<file path="src/rtl/irq_entry_pkg.sv">
package irq_entry_pkg;

  typedef enum logic [3:0] {
    S_IDLE, S_JUDGE, S_WAIT, S_PREP1, S_PREP2, S_SAVE_SR,
    S_GAP1, S_SAVE_PC, S_GAP2, S_VEC, S_LOAD, S_GO
  } entry_state_t;

  typedef enum logic [1:0] {CLS_NMI, CLS_PER, CLS_IRQ} src_class_t;

  // judgment length: optional transfer check plus priority compare
  function automatic logic [2:0] judge_cycles(src_class_t cls, logic xcap);
    logic [2:0] n;
    if (cls == CLS_IRQ) n = 3'd4;
    else                n = xcap ? 3'd3 : 3'd2;
    return n;
  endfunction

endpackage

</file>
<file path="src/rtl/irq_src_arbiter.sv">
module irq_src_arbiter
  import irq_entry_pkg::*;
#(
  parameter int NP = 4,
  parameter int NI = 4,
  parameter int LW = 4,
  parameter int SW = 4
) (
  input  logic               nmi_req,
  input  logic [NP-1:0]      per_req,
  input  logic [NP*LW-1:0]   per_lvl,
  input  logic [NI-1:0]      irq_req,
  input  logic [NI*LW-1:0]   irq_lvl,
  input  logic [LW-1:0]      mask,
  output logic               found,
  output logic [SW-1:0]      win_idx,
  output logic [LW-1:0]      win_lvl,
  output src_class_t         win_cls
);
  localparam int NS = 1 + NP + NI;

  logic [NS-1:0] req_a;
  logic [LW-1:0] lvl_a [NS];

  assign req_a[0] = nmi_req;
  assign lvl_a[0] = {LW{1'b1}};

  genvar g;
  generate
    for (g = 0; g < NP; g++) begin : g_per
      assign req_a[1+g] = per_req[g];
      assign lvl_a[1+g] = per_lvl[g*LW +: LW];
    end
    for (g = 0; g < NI; g++) begin : g_irq
      assign req_a[1+NP+g] = irq_req[g];
      assign lvl_a[1+NP+g] = irq_lvl[g*LW +: LW];
    end
  endgenerate

  // strict greater-than keeps the lower index on a tie
  always_comb begin
    found   = 1'b0;
    win_idx = '0;
    win_lvl = '0;
    for (int s = 0; s < NS; s++) begin
      if (req_a[s] && (s == 0 || lvl_a[s] > mask) &&
          (!found || lvl_a[s] > win_lvl)) begin
        found   = 1'b1;
        win_idx = SW'(s);
        win_lvl = lvl_a[s];
      end
    end
  end

  always_comb begin
    if (win_idx == '0)             win_cls = CLS_NMI;
    else if (win_idx <= SW'(NP))   win_cls = CLS_PER;
    else                           win_cls = CLS_IRQ;
  end

endmodule

</file>
<file path="src/rtl/irq_bus_port.sv">
module irq_bus_port #(
  parameter int XLEN = 32
) (
  input  logic            clk,
  input  logic            rst,
  input  logic            start,
  input  logic            start_we,
  input  logic [XLEN-1:0] start_addr,
  input  logic [XLEN-1:0] start_wdata,
  input  logic            mem_rdy,
  output logic            mem_req,
  output logic            mem_we,
  output logic [XLEN-1:0] mem_addr,
  output logic [XLEN-1:0] mem_wdata,
  output logic            done
);

  always_ff @(posedge clk) begin
    if (rst) begin
      mem_req   <= 1'b0;
      mem_we    <= 1'b0;
      mem_addr  <= '0;
      mem_wdata <= '0;
    end else if (start) begin
      mem_req   <= 1'b1;
      mem_we    <= start_we;
      mem_addr  <= start_addr;
      mem_wdata <= start_wdata;
    end else if (mem_req && mem_rdy) begin
      mem_req   <= 1'b0;
    end
  end

  assign done = mem_req & mem_rdy;


  bus_hold_chk: assert property (@(posedge clk) disable iff (rst)
    (mem_req && !mem_rdy) |=> (mem_req && $stable(mem_we) &&
                               $stable(mem_addr) && $stable(mem_wdata)));

endmodule

</file>
<file path="src/rtl/irq_entry_seq.sv">
module irq_entry_seq
  import irq_entry_pkg::*;
#(
  parameter int NP       = 4,
  parameter int NI       = 4,
  parameter int LW       = 4,
  parameter int MASK_LSB = 4,
  parameter int XLEN     = 32,
  parameter int VW       = 8,
  parameter int VEC_NMI  = 11,
  parameter int VEC_PER  = 64,
  parameter int VEC_IRQ  = 32,
  localparam int NS      = 1 + NP + NI,
  localparam int SW      = $clog2(NS)
) (
  input  logic               clk,
  input  logic               rst,
  input  logic               nmi_req,
  input  logic [NP-1:0]      per_req,
  input  logic [NP*LW-1:0]   per_lvl,
  input  logic [NI-1:0]      irq_req,
  input  logic [NI*LW-1:0]   irq_lvl,
  input  logic [NS-1:0]      xfer_cap,
  input  logic               cpu_seq_done,
  input  logic [XLEN-1:0]    sr_in,
  input  logic [XLEN-1:0]    pc_in,
  input  logic [XLEN-1:0]    sp_in,
  input  logic [XLEN-1:0]    vbr_in,
  output logic               mem_req,
  output logic               mem_we,
  output logic [XLEN-1:0]    mem_addr,
  output logic [XLEN-1:0]    mem_wdata,
  input  logic [XLEN-1:0]    mem_rdata,
  input  logic               mem_rdy,
  output logic               acc_valid,
  output logic [SW-1:0]      acc_src,
  output logic               sr_wr,
  output logic [XLEN-1:0]    sr_new,
  output logic               handler_go,
  output logic [XLEN-1:0]    handler_pc,
  output logic [XLEN-1:0]    handler_sp
);
  localparam logic [XLEN-1:0] MASK_FIELD =
    {{(XLEN-LW){1'b0}}, {LW{1'b1}}} << MASK_LSB;

  entry_state_t    state;
  logic [2:0]      cnt;
  logic [LW-1:0]   w_lvl;
  logic [VW-1:0]   w_vec;
  logic [XLEN-1:0] sr_lat, pc_lat, sp_lat, vbr_lat;

  logic            found;
  logic [SW-1:0]   win_idx;
  logic [LW-1:0]   win_lvl;
  src_class_t      win_cls;
  logic [VW-1:0]   vec_sel;

  logic            bp_start, bp_we, bus_done;
  logic [XLEN-1:0] bp_addr, bp_wdata;

  irq_src_arbiter #(.NP(NP), .NI(NI), .LW(LW), .SW(SW)) u_arb (
    .nmi_req (nmi_req),
    .per_req (per_req),
    .per_lvl (per_lvl),
    .irq_req (irq_req),
    .irq_lvl (irq_lvl),
    .mask    (sr_in[MASK_LSB +: LW]),
    .found   (found),
    .win_idx (win_idx),
    .win_lvl (win_lvl),
    .win_cls (win_cls)
  );

  always_comb begin
    case (win_cls)
      CLS_NMI: vec_sel = VW'(VEC_NMI);
      CLS_PER: vec_sel = VW'(VEC_PER) + VW'(win_idx) - VW'(1);
      default: vec_sel = VW'(VEC_IRQ) + VW'(win_idx) - VW'(1 + NP);
    endcase
  end

  // access launch: issued in the fixed state before each access
  always_comb begin
    bp_start = (state == S_PREP2) || (state == S_GAP1) || (state == S_GAP2);
    bp_we    = (state != S_GAP2);
    case (state)
      S_PREP2: begin
        bp_addr  = sp_lat - XLEN'(4);
        bp_wdata = sr_lat;
      end
      S_GAP1: begin
        bp_addr  = sp_lat - XLEN'(8);
        bp_wdata = pc_lat;
      end
      default: begin
        bp_addr  = vbr_lat + (XLEN'(w_vec) << 2);
        bp_wdata = '0;
      end
    endcase
  end

  irq_bus_port #(.XLEN(XLEN)) u_bus (
    .clk         (clk),
    .rst         (rst),
    .start       (bp_start),
    .start_we    (bp_we),
    .start_addr  (bp_addr),
    .start_wdata (bp_wdata),
    .mem_rdy     (mem_rdy),
    .mem_req     (mem_req),
    .mem_we      (mem_we),
    .mem_addr    (mem_addr),
    .mem_wdata   (mem_wdata),
    .done        (bus_done)
  );

  always_ff @(posedge clk) begin
    if (rst) begin
      state      <= S_IDLE;
      cnt        <= '0;
      w_lvl      <= '0;
      w_vec      <= '0;
      sr_lat     <= '0;
      pc_lat     <= '0;
      sp_lat     <= '0;
      vbr_lat    <= '0;
      acc_valid  <= 1'b0;
      acc_src    <= '0;
      sr_wr      <= 1'b0;
      sr_new     <= '0;
      handler_go <= 1'b0;
      handler_pc <= '0;
      handler_sp <= '0;
    end else begin
      acc_valid  <= 1'b0;
      sr_wr      <= 1'b0;
      handler_go <= 1'b0;
      case (state)
        S_IDLE: if (found) begin
          state     <= S_JUDGE;
          cnt       <= judge_cycles(win_cls, xfer_cap[win_idx]) - 3'd1;
          w_lvl     <= win_lvl;
          w_vec     <= vec_sel;
          acc_valid <= 1'b1;
          acc_src   <= win_idx;
        end
        S_JUDGE: begin
          if (cnt != '0)          cnt   <= cnt - 3'd1;
          else if (cpu_seq_done)  state <= S_PREP1;
          else                    state <= S_WAIT;
        end
        S_WAIT: if (cpu_seq_done) state <= S_PREP1;
        S_PREP1: begin
          sr_lat  <= sr_in;
          pc_lat  <= pc_in;
          sp_lat  <= sp_in;
          vbr_lat <= vbr_in;
          state   <= S_PREP2;
        end
        S_PREP2: state <= S_SAVE_SR;
        S_SAVE_SR: if (bus_done) begin
          sr_wr  <= 1'b1;
          sr_new <= (sr_lat & ~MASK_FIELD) | (XLEN'(w_lvl) << MASK_LSB);
          state  <= S_GAP1;
        end
        S_GAP1: state <= S_SAVE_PC;
        S_SAVE_PC: if (bus_done) state <= S_GAP2;
        S_GAP2: state <= S_VEC;
        S_VEC: if (bus_done) begin
          handler_pc <= mem_rdata;
          state      <= S_LOAD;
        end
        S_LOAD: begin
          handler_go <= 1'b1;
          handler_sp <= sp_lat - XLEN'(8);
          state      <= S_GO;
        end
        S_GO: state <= S_IDLE;
        default: state <= S_IDLE;
      endcase
    end
  end


  accept_mask_chk: assert property (@(posedge clk) disable iff (rst)
    acc_valid |-> ((acc_src == '0) ||
                   (w_lvl > $past(sr_in[MASK_LSB +: LW]))));


  mask_raise_chk: assert property (@(posedge clk) disable iff (rst)
    sr_wr |-> ($past(bus_done && mem_we) &&
               ($past(mem_addr) == sp_lat - XLEN'(4))));


  handler_src_chk: assert property (@(posedge clk) disable iff (rst)
    handler_go |-> $past(mem_req && mem_rdy && !mem_we, 2));


  pulse_excl_chk: assert property (@(posedge clk) disable iff (rst)
    $onehot0({acc_valid, sr_wr, handler_go}));

endmodule

</file>
<file path="config.mk">
export PLATFORM = sky130hd
export DESIGN_NAME = irq_entry_seq
export DESIGN_NICKNAME = d
export VERILOG_FILES = /design/src/rtl/irq_entry_pkg.sv /design/src/rtl/irq_src_arbiter.sv /design/src/rtl/irq_bus_port.sv /design/src/rtl/irq_entry_seq.sv
export SDC_FILE = /design/constraint.sdc
export NUM_CORES = 1
export LEC_CHECK = 0
export ABC_AREA = 1
export BUFFER_PORTS_ARGS = -buffer_cell sky130_fd_sc_hd__buf_2
export CELL_PAD_IN_SITES_DETAIL_PLACEMENT = 0
export CELL_PAD_IN_SITES_GLOBAL_PLACEMENT = 1
export CORE_ASPECT_RATIO = 1.1
export CORE_MARGIN = 5
export CORE_UTILIZATION = 30
export CTS_CLUSTER_DIAMETER = 30
export DETAILED_ROUTE_END_ITERATION = 8
export PLACE_DENSITY = 0.7
export SETUP_SLACK_MARGIN = 0.1
export SLEW_MARGIN = 5
export SYNTH_ARGS = -nofsm -noshare
export SYNTH_HDL_FRONTEND = slang
export SYNTH_SLANG_ARGS = --single-unit
export TNS_END_PERCENT = 1
</file>
<file path="constraint.sdc">
create_clock -name clk -period 8.9 [get_ports clk]
set_clock_uncertainty 0.1 [all_clocks]
set_input_delay 0 -clock clk [delete_from_list [all_inputs] [get_ports clk]]
set_output_delay 0 -clock clk [all_outputs]
set_load 0.05 [all_outputs]
</file>
==> metrics.md, run 1 <==
| Metric | Value |
|---|---|
| Yosys cell types | `47` |
| CTS tree | `done` |
| Worst-Margin Slew | `1.23 ns` |
| First-pass GRT wire length | `94100 microns` |
| Port buffer count | `381` |
| Boundary pin count | `383` |
| Final Hold Violating Endpoints | `0` |
| Clock tree sinks | `315` |
| Kind of end point of the critical path | `flip-flop` |
| Sort of element at the start of the critical path | `input pin` |
| Main synth FF type | `sky130_fd_sc_hd__dfxtp_1` |
| Number of remaining DRC errors | `0` |
| TritonCTS buffer count | `87` |
| Vias in the first global route | `17171` |
| Maximum clock frequency | `0.115 GHz` |
| Worst skew pair latency | `0.60 ns` |
| Final routed wire length divided by cell count | `16.9 microns` |
| Share of synthesized area occupied by flip-flops and latches | `0.402` |
| Horizontal extent of the die | `228 microns` |
| Final critical-path share of the clock period | `0.974` |
| Number of synthesis warnings | `0` |
| Buffer depth of the longest clock path | `3` |
| Most frequent cell on the critical path | `sky130_fd_sc_hd__nand2_1` |
| Slew HR | `0.177` |
| Clk pin slew, worst setup/hold paths | `0.04 ns` |
| Max-cap violation count | `0` |
| Worst stage delay on the critical path | `0.30 ns` |
| Proportion of register bits with asynchronous set or reset after synthesis | `0` |
| Worst path slowest cell | `sky130_fd_sc_hd__ha_1` |
| Crit Path Max Fanout | `8` |
| Routed wire length | `60500 microns` |
| Leakage power of the design | `11.3 nW` |
| FF/Latch Area | `6310 sq um` |
| Count of final setup violators | `0` |
| Number of fillers in the final layout | `5172` |
| Initial antenna violation count | `8` |
| Hold/Removal Path Class | `in2reg` |
| Pin count of the biggest net entering global routing | `158` |
| Arrival time at the worst endpoint | `9.09 ns` |
| Worst Setup Slack post-DPL | `-0.719 ns` |
| Data required time of the critical path | `9.32 ns` |
| Synthesized area per cell | `7.14 sq um` |
| Aggregate global routing overflow | `0` |
| Proportion of layout cells with a drive suffix above 1 | `0.258` |
| Unrepaired setup endpoints after global routing | `true` |
| Buffer cell driving the clock tree root | `sky130_fd_sc_hd__clkbuf_16` |
| Post-route worst setup slack | `0.231 ns` |
| Number of rows in the core area | `88` |
| Detailed-placement wirelength estimate | `42600 microns` |
| Post-layout min period | `8.67 ns` |
| GPL Wtd Cong | `0.896` |
| Total placed instance area | `18700 sq um` |
| Antenna-violating nets left | `0` |
| Average via count per standard cell | `4.77` |
| Drt pass-1 iters | `5` |
| Number of nets in the finished design | `3116` |
| DRT iter0 DRCs | `820` |
| Number of synthesized register bits | `315` |
| Power per Cell Area | `324 nW/um^2` |
| Peak ir drop on the vdd network | `0.154 mV` |
| Area grow syn2layout | `52.1%` |
| Post-synthesis instance total | `2199` |
| Overall die area | `57000 sq um` |
| Number of levels the H-tree was split into | `3` |
| Global-route total usage across every layer | `0.204` |
| Startpoint-to-endpoint class of the critical path | `in2reg` |
| Final std cell area, no fill | `23900 sq um` |
| Die Ht | `250 microns` |
| Max Transition Viols Final | `0` |
| Mapped Nets | `2487` |
| Number of synthesized flops with an enable pin | `0` |
| Core region area | `52100 sq um` |
| Area taken by multi-input logic gates | `8150 sq um` |
| Routed via count | `17079` |
| Effective utilization at floorplan | `0.301` |
| Worst hold margin | `0.0134 ns` |
| Post-synthesis instance area | `15700 sq um` |
| Result of the run | `complete, no violations` |
worst max-delay path, delay by kind of cell:
kind	cells	cell delay (ns)
AND/OR/NAND/NOR	46	3.58
adder cells (fa/ha/maj)	10	2.49
AO/OA/AOI/OAI	18	1.98
buffers and inverters	14	0.99
final cells by class:
cell class	count	area share
Multi-Input combinational cell	1472	0.341
Sequential cell	315	0.264
Timing Repair Buffer	650	0.184
Clock buffer	109	0.100
Inverter	302	0.0481
Tap cell	675	0.0354
Clock inverter	51	0.0268
Antenna cell	3	0.000315
flip-flops by register name, summed over array words and instances (netlist names):
signal / flops
acc_valid: 1
vbr_lat: 32
acc_src: 4
sr_new: 32
sr_lat: 32
state: 4
handler_sp: 32
sp_lat: 32
pc_lat: 32
handler_go: 1
u_bus.mem_addr: 32
w_vec: 7
u_bus.mem_req: 1
u_bus.mem_we: 1
sr_wr: 1
u_bus.mem_wdata: 32
handler_pc: 32
w_lvl: 4
cnt: 3
layer usage:
layer	part of all wire	GRT usage	vias up
met3	0.063	0.0539	123
met5	0.00096	0	-
met4	0.036	0.0851	10
met1	0.43	0.248	7887
met2	0.47	0.343	463
li1	-	-	8596
final timing paths:
path | cells after the start | endpoint | slack (ns) | startpoint
worst min register to register | 2 | w_vec[2] | 0.35 | w_vec[2]
worst max-delay path | 88 | cnt[2] | 0.23 | nmi_req
worst min-delay path | 7 | w_lvl[3] | 0.01 | irq_lvl[11]
worst max register to register | 29 | u_bus.mem_addr[30] | 4.16 | w_vec[0]
per-stage QoR:
stage / power, mW / util / setup TNS [ns] / std cells
after floorplan: 3.57 / - / -0.230 / 2199
final: 7.74 / 0.458 / 0 / 3577
after detailed placement: 4.44 / 0.359 / -4.57 / 3218
after global placement: 4.40 / 0.359 / -0.717 / 3218
after CTS: 7.74 / 0.452 / 0 / 3559
after global routing: 8.21 / 0.458 / -2.27 / 3576
logic make-up (layout without fill, tap and decap cells):
family / count (synthesis) / after routing / synth area share
XOR/XNOR: 26 / 26 / 0.0145
other: 0 / 3 / 0
AO/OA/AOI/OAI: 698 / 698 / 0.242
AND/OR/NAND/NOR: 673 / 674 / 0.182
flip-flops: 315 / 315 / 0.402
buffers and inverters: 413 / 1112 / 0.100
adder cells (fa/ha/maj): 74 / 74 / 0.0595
cell usage in the layout (no fill, tap or decap), types with 5 or more instances in the layout:
cell	netlist	routed
sky130_fd_sc_hd__xor2_1	26	26
sky130_fd_sc_hd__nand3_1	72	70
sky130_fd_sc_hd__a21oi_1	258	253
sky130_fd_sc_hd__nor3_1	13	13
sky130_fd_sc_hd__inv_2	6	16
sky130_fd_sc_hd__clkbuf_16	0	88
sky130_fd_sc_hd__bufinv_16	0	11
sky130_fd_sc_hd__a21oi_2	1	6
sky130_fd_sc_hd__o21ai_4	0	6
sky130_fd_sc_hd__ha_1	73	61
sky130_fd_sc_hd__nand2_1	205	192
sky130_fd_sc_hd__dfxtp_1	315	315
sky130_fd_sc_hd__nor2_1	317	309
sky130_fd_sc_hd__or2_2	8	8
sky130_fd_sc_hd__nand2_2	20	25
sky130_fd_sc_hd__buf_2	4	382
sky130_fd_sc_hd__buf_4	0	84
sky130_fd_sc_hd__o21ai_2	15	14
sky130_fd_sc_hd__a41oi_1	15	15
sky130_fd_sc_hd__nand3_2	3	5
sky130_fd_sc_hd__clkinvlp_4	0	11
sky130_fd_sc_hd__o21ai_0	326	315
sky130_fd_sc_hd__nand2_4	5	14
sky130_fd_sc_hd__o211ai_1	8	8
sky130_fd_sc_hd__clkinv_2	0	17
sky130_fd_sc_hd__ha_4	0	9
sky130_fd_sc_hd__a221oi_1	5	5
sky130_fd_sc_hd__dlygate4sd3_1	0	177
sky130_fd_sc_hd__inv_6	0	11
sky130_fd_sc_hd__clkbuf_8	0	11
sky130_fd_sc_hd__o22ai_1	29	29
sky130_fd_sc_hd__nand4_1	17	17
sky130_fd_sc_hd__inv_1	292	280
sky130_fd_sc_hd__o21ai_1	2	8
sky130_fd_sc_hd__a31oi_1	15	15
sky130_fd_sc_hd__nor2_2	2	7
sky130_fd_sc_hd__clkbuf_1	104	10
sky130_fd_sc_hd__o21bai_1	7	7
where the power goes:
group | total (mW) | switching, mW | internal (mW)
Clock | 3.17 | 0.958 | 2.22
Sequential | 1.82 | 0.157 | 1.66
Combinational | 2.75 | 1.89 | 0.865
Yosys cell counts, types with 2 or more instances:
library cell / number / share of area
sky130_fd_sc_hd__nor2_2: 2 / 0.00080
sky130_fd_sc_hd__nand2_4: 5 / 0.0036
sky130_fd_sc_hd__nand2_1: 205 / 0.049
sky130_fd_sc_hd__clkbuf_1: 104 / 0.025
sky130_fd_sc_hd__nor2_1: 317 / 0.076
sky130_fd_sc_hd__xor2_1: 26 / 0.015
sky130_fd_sc_hd__a221oi_1: 5 / 0.0028
sky130_fd_sc_hd__nand4_1: 17 / 0.0068
sky130_fd_sc_hd__buf_2: 4 / 0.0013
sky130_fd_sc_hd__inv_1: 292 / 0.070
sky130_fd_sc_hd__dfxtp_1: 315 / 0.40
sky130_fd_sc_hd__ha_1: 73 / 0.058
sky130_fd_sc_hd__a31oi_1: 15 / 0.0060
sky130_fd_sc_hd__a21oi_4: 2 / 0.0021
sky130_fd_sc_hd__a211oi_1: 4 / 0.0019
sky130_fd_sc_hd__buf_6: 2 / 0.0014
sky130_fd_sc_hd__a41oi_1: 15 / 0.0084
sky130_fd_sc_hd__a21oi_1: 258 / 0.082
sky130_fd_sc_hd__o211ai_1: 8 / 0.0038
sky130_fd_sc_hd__nor3_1: 13 / 0.0041
sky130_fd_sc_hd__nand3_2: 3 / 0.0019
sky130_fd_sc_hd__clkinv_1: 4 / 0.00096
sky130_fd_sc_hd__inv_2: 6 / 0.0014
sky130_fd_sc_hd__o211a_1: 2 / 0.0013
sky130_fd_sc_hd__nand3b_1: 4 / 0.0019
sky130_fd_sc_hd__a21o_1: 3 / 0.0014
sky130_fd_sc_hd__o21ai_0: 326 / 0.10
sky130_fd_sc_hd__o21ai_2: 15 / 0.0084
sky130_fd_sc_hd__and2_1: 2 / 0.00080
sky130_fd_sc_hd__o21bai_1: 7 / 0.0033
sky130_fd_sc_hd__o22ai_1: 29 / 0.012
sky130_fd_sc_hd__nand3_1: 72 / 0.023
sky130_fd_sc_hd__o31ai_1: 3 / 0.0014
sky130_fd_sc_hd__o21ai_1: 2 / 0.00064
sky130_fd_sc_hd__nand2_2: 20 / 0.0080
sky130_fd_sc_hd__or2_2: 8 / 0.0032
repair_timing:
item | 4_1_cts | 5_1_grt
pin swaps | 0 | 59
endpoints found under the setup margin | 3 | 17
setup buffers | 0 | 14
gates resized for setup | 4 | 65
hold buffers | 181 | 0
cloned | 0 | 1
hold endpoints to repair | 191 | 0
Power figures use the tool's default switching activity.
==> run 2, diff against run 1 <==
- CELL_PAD_IN_SITES_DETAIL_PLACEMENT: 0 -> not set
- CELL_PAD_IN_SITES_GLOBAL_PLACEMENT: 1 -> not set
- GPL_ROUTABILITY_DRIVEN: not set -> 0
- PLACE_DENSITY: 0.7 -> 0.54
==> metrics.md, run 2 (synthesis results as in run 1) <==
| Metric | Value |
|---|---|
| Effective utilization at floorplan | `0.301` |
| Peak ir drop on the vdd network | `0.145 mV` |
| Kind of end point of the critical path | `flip-flop` |
| Clk pin slew, worst setup/hold paths | `0.04 ns` |
| Overall die area | `57000 sq um` |
| Number of nets in the finished design | `3118` |
| Die Ht | `250 microns` |
| Worst Setup Slack post-DPL | `-0.731 ns` |
| Power per Cell Area | `324 nW/um^2` |
| Global-route total usage across every layer | `0.205` |
| Final routed wire length divided by cell count | `17.2 microns` |
| Detailed-placement wirelength estimate | `43000 microns` |
| Worst path slowest cell | `sky130_fd_sc_hd__dlygate4sd3_1` |
| Most used cells in the layout excluding fill and tap cells | `380 x sky130_fd_sc_hd__buf_2, 316 x sky130_fd_sc_hd__o21ai_0, 315 x sky130_fd_sc_hd__dfxtp_1, 309 x sky130_fd_sc_hd__nor2_1, 281 x sky130_fd_sc_hd__inv_1` |
| Buffer cell driving the clock tree root | `sky130_fd_sc_hd__clkbuf_16` |
| Max-cap violation count | `0` |
| Number of remaining DRC errors | `0` |
| Routed wire length | `61600 microns` |
| Clock tree sinks | `315` |
| Max Transition Viols Final | `0` |
| Core region area | `52100 sq um` |
| Worst-Margin Slew | `1.18 ns` |
| DRT iter0 DRCs | `1174` |
| Number of rows in the core area | `88` |
| Slew HR | `0.214` |
| Hold/Removal Path Class | `in2reg` |
| Crit Path Max Fanout | `8` |
| Buffer depth of the longest clock path | `3` |
| Unrepaired setup endpoints after global routing | `true` |
| Result of the run | `complete, no violations` |
| Initial antenna violation count | `3` |
| Data required time of the critical path | `9.31 ns` |
| Startpoint-to-endpoint class of the critical path | `in2reg` |
| Boundary pin count | `383` |
| Average via count per standard cell | `4.86` |
| Power Total | `7.72 mW` |
| Final Hold Violating Endpoints | `0` |
| Aggregate global routing overflow | `0` |
| Vias in the first global route | `17337` |
| Worst hold margin | `0.0673 ns` |
| CTS tree | `done` |
| Leakage power of the design | `11.3 nW` |
| Antenna-violating nets left | `0` |
| Post-layout min period | `8.71 ns` |
| Horizontal extent of the die | `228 microns` |
| Number of levels the H-tree was split into | `3` |
| Area grow syn2layout | `51.9%` |
| Worst skew pair latency | `0.60 ns` |
| TritonCTS buffer count | `84` |
| Most frequent cell on the critical path | `sky130_fd_sc_hd__nand2_1` |
| Routed via count | `17352` |
| Final critical-path share of the clock period | `0.979` |
| Arrival time at the worst endpoint | `9.12 ns` |
| Final core occ | `0.458` |
| Sort of element at the start of the critical path | `input pin` |
| Port buffer count | `381` |
| Maximum clock frequency | `0.115 GHz` |
| R2R setup slack | `4.32 ns` |
| Drt pass-1 iters | `5` |
| First-pass GRT wire length | `94800 microns` |
| Proportion of layout cells with a drive suffix above 1 | `0.258` |
| Most frequent standard cell in the layout excluding fill and tap cells | `sky130_fd_sc_hd__buf_2` |
| Count of final setup violators | `0` |
| Post-route worst setup slack | `0.191 ns` |
| Post-route setup TNS | `0 ns` |
| Worst stage delay on the critical path | `0.54 ns` |
| Pin count of the biggest net entering global routing | `174` |
run 2: cell types whose count changed in the layout (fill, tap and decap cells not counted), sizes merged:
cell and change:
buf +4, bufinv +2, clkbuf -11, clkinv -3, clkinvlp +5, diode -1, dlymetal6s2s +1, dlymetal6s4s +2
inv -2
run 2: final cells by class:
type | count | area [sq um]
fill | 5164 | 28200
multi-input combinational | 1472 | 8110
sequential | 315 | 6310
timing repair buffer | 655 | 4440
clock buffer | 100 | 2270
inverter | 302 | 1150
tap | 675 | 845
clock inverter | 53 | 714
antenna | 2 | 5.00
run 2: routing by layer:
layer  global-route usage  share of wire  wire, microns  up-vias
li1                     -              -              -     8589
met3               0.0524          0.063           3860      131
met2                0.356           0.49          30300      577
met4               0.0844          0.036           2220        2
met5                    0        0.00021             13        -
met1                0.242           0.41          25200     8053
run 2: worst max-delay path: cells and delay by family:
| family | cells | cell delay, ns |
|---|---|---|
| AO/OA/AOI/OAI | 21 | 2.56 |
| buffers and inverters | 13 | 1.71 |
| AND/OR/NAND/NOR | 34 | 2.72 |
| adder cells (fa/ha/maj) | 8 | 2.09 |
run 2: worst paths after layout:
| kind | from | cells past startpoint | endpoint |
|---|---|---|---|
| max | sr_in[6] | 76 | cnt[2] |
| min | mem_rdata[3] | 4 | handler_pc[3] |
| max reg2reg | vbr_lat[2] | 29 | u_bus.mem_addr[30] |
| min reg2reg | w_vec[2] | 2 | w_vec[2] |
run 2: report_power, final:
part           internal (mW)  switching (mW)
logic                  0.876            1.87
clock network           2.20           0.957
registers               1.66           0.159
total                   4.74            2.99
run 2: timing repair:
item / in CTS / in global routing
hold buffers: 180 / 0
hold endpoints to repair: 180 / 0
resized for setup: 5 / 45
pin swaps: 0 / 61
buffers inserted: 0 / 16
setup endpoints to repair: 3 / 17
cloned: 0 / 1
run 2: metrics by stage:
step / cells / instance area (sq um)
6_report: 3574 / 23800
5_1_grt: 3573 / 23800
4_1_cts: 3555 / 23500
3_5_place_dp: 3222 / 18700
3_3_place_gp: 3222 / 18700
2_1_floorplan: 2199 / 15800
